<file path="src/rtl/sio_pkg.sv">
package sio_pkg;
  localparam int unsigned DATA_W = 8;
  typedef enum logic [1:0] {SEL_NONE, SEL_ID, SEL_CTRL, SEL_SPARE} sio_sel_e;
endpackage

</file>
<file path="src/rtl/sio_decode.sv">
module sio_decode
  import sio_pkg::*;
#(
  parameter int unsigned    ADDR_W      = 16,
  parameter logic [7:0]     BASE        = 8'h40,
  parameter logic [3:0]     CTRL_OFS    = 4'h1,
  parameter bit             WIDE_DECODE = 1'b0,
  parameter logic [ADDR_W-9:0] HI_TAG   = '0
) (
  input  logic [ADDR_W-1:0] addr_i,
  output sio_sel_e          sel_o
);
  logic [7:0] port;
  logic       hi_ok;
  assign port = addr_i[7:0];

  generate
    if (WIDE_DECODE) begin : g_wide
      assign hi_ok = (addr_i[ADDR_W-1:8] == HI_TAG);
    end else begin : g_narrow
      logic unused_hi;
      assign unused_hi = ^addr_i[ADDR_W-1:8];
      assign hi_ok = 1'b1;
    end
  endgenerate

  always_comb begin
    sel_o = SEL_NONE;
    if (port == BASE) sel_o = SEL_ID;
    else if (port[7:4] == BASE[7:4] && hi_ok)
      sel_o = (port[3:0] == CTRL_OFS) ? SEL_CTRL : SEL_SPARE;
  end
endmodule

</file>
<file path="src/rtl/sio_id_reg.sv">
module sio_id_reg
  import sio_pkg::*;
(
  input  logic              clk_i,
  input  logic              rst_ni,
  input  logic              we_i,
  input  logic [DATA_W-1:0] d_i,
  output logic [DATA_W-1:0] q_o
);
  always_ff @(posedge clk_i or negedge rst_ni) begin
    if (!rst_ni)   q_o <= '0;
    else if (we_i) q_o <= d_i;
  end
endmodule

</file>
<file path="src/rtl/sio_ctrl_reg.sv">
module sio_ctrl_reg
  import sio_pkg::*;
(
  input  logic              clk_i,
  input  logic              rst_ni,
  input  logic              we_i,
  input  logic [DATA_W-1:0] d_i,
  input  logic              fast_avail_ni,
  input  logic              sw_off_i,
  output logic              speed_o,
  output logic [DATA_W-1:0] view_o
);
  logic unused_d;
  assign unused_d = ^d_i[DATA_W-1:1];

  always_ff @(posedge clk_i or negedge rst_ni) begin
    if (!rst_ni)   speed_o <= 1'b1;
    else if (we_i) speed_o <= d_i[0];
  end

  // read-only bits come straight from pins; spare bits read as one
  assign view_o = {sw_off_i, 4'b1111, fast_avail_ni, 1'b1, speed_o};
endmodule

</file>
<file path="src/rtl/sio_bank_sel.sv">
module sio_bank_sel
  import sio_pkg::*;
#(
  parameter logic [7:0]        DEV_ID      = 8'd8,
  parameter logic [7:0]        BASE        = 8'h40,
  parameter bit                WIDE_DECODE = 1'b0,
  parameter logic [7:0]        HI_TAG      = 8'h00
) (
  input  logic        clk_i,
  input  logic        rst_ni,
  input  logic [15:0] addr_i,
  input  logic [7:0]  wdata_i,
  input  logic        rd_i,
  input  logic        wr_i,
  input  logic        fast_avail_ni,
  input  logic        sw_off_i,
  output logic [7:0]  rdata_o,
  output logic        drive_o,
  output logic        speed_slow_o
);
  sio_sel_e          sel;
  logic [DATA_W-1:0] id_q;
  logic [DATA_W-1:0] ctrl_view;
  logic              hit;

  sio_decode #(
    .ADDR_W(16), .BASE(BASE), .CTRL_OFS(4'h1),
    .WIDE_DECODE(WIDE_DECODE), .HI_TAG(HI_TAG)
  ) i_decode (
    .addr_i(addr_i), .sel_o(sel)
  );

  // every device tracks the shared identifier
  sio_id_reg i_id (
    .clk_i(clk_i), .rst_ni(rst_ni),
    .we_i(wr_i && sel == SEL_ID),
    .d_i(wdata_i), .q_o(id_q)
  );

  assign hit = (id_q == DEV_ID);

  sio_ctrl_reg i_ctrl (
    .clk_i(clk_i), .rst_ni(rst_ni),
    .we_i(wr_i && hit && sel == SEL_CTRL),
    .d_i(wdata_i),
    .fast_avail_ni(fast_avail_ni), .sw_off_i(sw_off_i),
    .speed_o(speed_slow_o), .view_o(ctrl_view)
  );

  always_comb begin
    drive_o = 1'b0;
    rdata_o = '0;
    if (rd_i && hit) begin
      unique case (sel)
        SEL_ID:    begin drive_o = 1'b1; rdata_o = ~id_q;     end
        SEL_CTRL:  begin drive_o = 1'b1; rdata_o = ctrl_view; end
        SEL_SPARE: begin drive_o = 1'b1; rdata_o = 8'hFF;     end
        default:   ;
      endcase
    end
  end
endmodule

</file>
<file path="config.mk">
export PLATFORM = sky130hd
export DESIGN_NAME = sio_bank_sel
export DESIGN_NICKNAME = d
export VERILOG_FILES = /design/src/rtl/sio_pkg.sv /design/src/rtl/sio_decode.sv /design/src/rtl/sio_id_reg.sv /design/src/rtl/sio_ctrl_reg.sv /design/src/rtl/sio_bank_sel.sv
export SDC_FILE = /design/constraint.sdc
export NUM_CORES = 1
export LEC_CHECK = 0
export BUFFER_PORTS_ARGS = -buffer_cell sky130_fd_sc_hd__buf_2
export CAP_MARGIN = 20
export CORE_MARGIN = 8
export CORE_UTILIZATION = 30
export DETAILED_ROUTE_END_ITERATION = 8
export PLACE_DENSITY_LB_ADDON = 0.2
export SYNTH_ARGS = -nofsm -noshare
export SYNTH_HDL_FRONTEND = slang
export SYNTH_SLANG_ARGS = --single-unit
export TNS_END_PERCENT = 100
</file>
<file path="constraint.sdc">
create_clock -name clk_i -period 1.73 [get_ports clk_i]
set_clock_uncertainty 0.1 [all_clocks]
set_input_delay 0.346 -clock clk_i [delete_from_list [all_inputs] [get_ports clk_i]]
set_output_delay 0.346 -clock clk_i [all_outputs]
set_load 0.005 [all_outputs]
</file>
==> impl.org <==
** Logic synthesis
- Nets in the synthesized netlist :: 73
- Largest area contributor in the synthesized netlist :: sky130_fd_sc_hd__dfrtp_1
- By count the netlist is led by 9 x sky130_fd_sc_hd__mux2_2, 8 x sky130_fd_sc_hd__dfrtp_1, 7 x sky130_fd_sc_hd__a21oi_1, 5 x sky130_fd_sc_hd__inv_1, 3 x sky130_fd_sc_hd__nor2_1.
- Flip-flop and latch count after synthesis :: 9
- Among all flip-flop cells after synthesis, the most frequent one is sky130_fd_sc_hd__dfrtp_1.
- In this run, synthesis inferred 0 flip-flops with an integrated enable.
- For this run, asynchronously set or reset flops after synthesis account for 100.0%.
- In the post-synthesis netlist, the biggest area contributors are sky130_fd_sc_hd__dfrtp_1 40%, sky130_fd_sc_hd__mux2_2 20%, sky130_fd_sc_hd__a21oi_1 7.1%.
- After synthesis, the largest area contributor takes up 40.40% of total cell area.
- Yosys cell types :: 16
- Part of the Yosys area used for sequential elements :: 45.71%
- Synthesized netlist cell count :: 43
- Syn Area/Cell :: 11.52 um^2
- The cell area that synthesis handed to floorplanning was 495.5 um^2.
- Number of warnings issued by yosys :: 0
- In the post-synthesis netlist, the cell with the most instances is sky130_fd_sc_hd__mux2_2.

** Global routing
- Global-route wire length before repair :: 2.180 mm
- Final global-route overflow total :: 0
- Largest net degree at the start of global routing :: 10
- The number of global-route vias before repair is 518.
- For this run, the total global-route usage over all layers was measured as 8.265%.
- The initial antenna violation count was 0.

** Outcome
- The final reports fail on setup timing.
- Outcome :: finished with violations

** Floorplan
- Row Count :: 14
- Initial cell density of the core :: 32.51%
- Boundary Pins :: 40
- The die covers 3208 um^2.
- Measured along the y axis, the die boundary spans 56.64 um.
- Horizontal die dimension :: 56.64 um
- Placeable core region :: 1524 um^2

** Clock tree
- Clock-pin slew was measured on the worst setup and hold paths at 0.06 ns.
- Maximum level of the CTS H-tree :: 1
- Clock latency reported for the late side of the worst-skew pair :: 0.25 ns
- The tree is rooted in a sky130_fd_sc_hd__clkbuf_4.
- TritonCTS built the clock tree.
- Number of buffers between clock root and the deepest sink :: 2
- In this run, CTS created clock tree buffers numbering 3.
- Counting every sink on the clock net gives 9.

** Pwr
- Leakage power summed over all cells :: 0.4708 nW
- Power comes to 0.0004549 W.
- Across the VDD grid, the largest voltage drop is 0.0003724 V.
- Total power per unit cell area :: 565.5 nW/um^2

** STA
- Setup repair after global routing could not meet its margin everywhere.
- For the pin with the worst max-slew slack, the measured transition is 0.2944 ns.
- Setup total negative slack :: -1.135 ns
- Static timing analysis puts the maximum clock frequency at 527.5 MHz.
- Setup violations remaining at the end of the flow were counted as 9.
- Subtracting the final worst setup slack from the clock period gives 1.896 ns.
- The final count of hold timing violations was 0.
- The total count of max-transition violations in the final report is 0.
- Slack of the critical path :: -0.1659 ns
- Normalized max-slew margin :: 80.23%
- Period utilization :: 109.6%

** Routing
- Post-route DRC :: 0
- Detailed-router iteration count before antenna repair :: 3
- Wire per inst :: 12.68 um
- Routed wire length :: 1.293 mm
- Drt initial violations :: 1
- For this block, the via count after detailed routing is 477.
- Via density per instance :: 4.676
- The count of nets left with antenna violations once routing finished came out at 0.

** Worst setup path
- Crit-path max FO :: 9
- The worst setup path is launched from a register.
- On the critical path, the stage with the largest delay is an instance of sky130_fd_sc_hd__dfrtp_1.
- Crit end category :: output pin
- Cell Chain, Critical Path :: nor4b_2 > and3_4 > nand2_8 > a21oi_2 > buf_2
- Biggest cell delay along the critical path :: 0.38 ns
- STA puts the critical path data required time at 1.28 ns.
- Arrival time at the worst endpoint :: 1.45 ns
- Category of the most critical setup path :: reg2out

** Final layout
- In the final layout, the share of cells above drive strength 1 is 73.26%.
- Compared with the post-synthesis result, the final layout area differs by 62.37%.
- Counting the fill cells in the layout gives 154.
- The multi-input combinational cells in the finished layout cover a total of 287.8 um^2.
- In the final layout, flip-flops and latches occupy 226.5 um^2.
- The final layout contains 117 nets.
- The number of antenna diodes in the final layout is 0.

** Job
- The tool flagged a number of max-cap violations equal to 0.

** Placement
- Once detailed placement completed, the half-perimeter wirelength came to 1.095 mm.
- Final weighted congestion of routability-driven global placement :: 0.6844
- # port buffers :: 31

** Min path
- Min-Delay Path Class :: in2reg
critical path: cells and delay by family (launching register included):
| kind | cells | cell delay, ns |
|---|---|---|
| AO/OA/AOI/OAI | 1 | 0.10 |
| buffers and inverters | 1 | 0.12 |
| flip-flops | 1 | 0.38 |
| AND/OR/NAND/NOR | 3 | 0.60 |
final cells by class:
| class | instances | share of cell area, % |
|---|---|---|
| clock buffer | 4 | 3.266 |
| inverter | 5 | 2.333 |
| multi-input combinational | 28 | 35.77 |
| sequential | 9 | 28.15 |
| tap | 16 | 2.488 |
| timing repair buffer | 40 | 27.99 |
final timing paths:
path                                          from                          to  slack [ns]  cells past startpoint
max in group asynchronous                   rst_ni  i_ctrl.speed_o$_DFFE_PN1P_        0.92                      2
setup / recovery           i_id.q_o[0]$_DFFE_PN0P_                  rdata_o[2]       -0.17                      5
hold reg to reg            i_id.q_o[4]$_DFFE_PN0P_     i_id.q_o[4]$_DFFE_PN0P_        0.43                      1
min in group asynchronous                   rst_ni     i_id.q_o[6]$_DFFE_PN0P_        0.36                      2
hold / removal                          wdata_i[5]     i_id.q_o[5]$_DFFE_PN0P_        0.22                      2
setup reg to reg           i_id.q_o[0]$_DFFE_PN0P_  i_ctrl.speed_o$_DFFE_PN1P_        0.08                      6
cells in the final DEF, fill, tap and decap left out, types with 3 or more instances in the layout:
cell                       count
sky130_fd_sc_hd__nor2_1        3
sky130_fd_sc_hd__a21oi_1       3
sky130_fd_sc_hd__buf_4         8
sky130_fd_sc_hd__inv_1         5
sky130_fd_sc_hd__buf_2        31
sky130_fd_sc_hd__a21oi_2       4
sky130_fd_sc_hd__dfrtp_1       8
sky130_fd_sc_hd__mux2_2        9
sky130_fd_sc_hd__clkbuf_4      3
registers in the layout (all words and copies together) (netlist names):
| signal | cells |
|---|---|
| i_id.q_o | 8 |
| i_ctrl.speed_o | 1 |
metal layers:
metal | track usage, % | part of all wire, % | up-vias
li1 | - | - | 238
met1 | 8.549 | 41 | 218
met2 | 13.01 | 47 | 21
met3 | 4.719 | 12 | 0
met4 | 4.124 | 0 | 0
met5 | 0 | 0 | -
where the power goes:
group | leakage (nW) | switching (W) | total [W] | internal [W]
Combinational | 0.335 | 0.0000324 | 0.0000749 | 0.0000426
Sequential | 0.121 | 0.00000585 | 0.000226 | 0.000220
Clock | 0.0150 | 0.0000660 | 0.000154 | 0.0000884
Total | 0.471 | 0.000104 | 0.000455 | 0.000351
kinds of logic (layout without fill, tap and decap cells):
family          count (synthesis)  count (layout)  synth area share [%]
compound gates                  7               7                 7.070
buf+inv                         6              49                 6.061
flops                           9               9                 45.71
mux                             9               9                 20.46
simple gates                   12              12                 20.71
through the flow:
stage | instance area [um^2] | utilization [%] | instances | hold slack, ns | setup slack (ns)
detailed placement | 711.9 | 46.72 | 96 | 0.1049 | -0.1351
global route | 804.5 | 52.79 | 102 | 0.2139 | -0.2877
global placement | 711.9 | 46.72 | 96 | 0.1047 | -0.1475
floorplan | 495.5 | - | 43 | -0.04959 | 0.1501
finish | 804.5 | 52.79 | 102 | 0.2230 | -0.1659
CTS | 764.5 | 50.16 | 102 | 0.2099 | -0.2412
repair_timing:
item / 4_1_cts / 5_1_grt
cloned: 0 / 0
hold buffers: 1 / 0
endpoints found under the hold margin: 8 / 0
pin swaps: 1 / 3
buffers inserted: 1 / 0
resized for setup: 2 / 8
endpoints found under the setup margin: 9 / 10
Note: power is estimated with default switching activity, not from simulation.
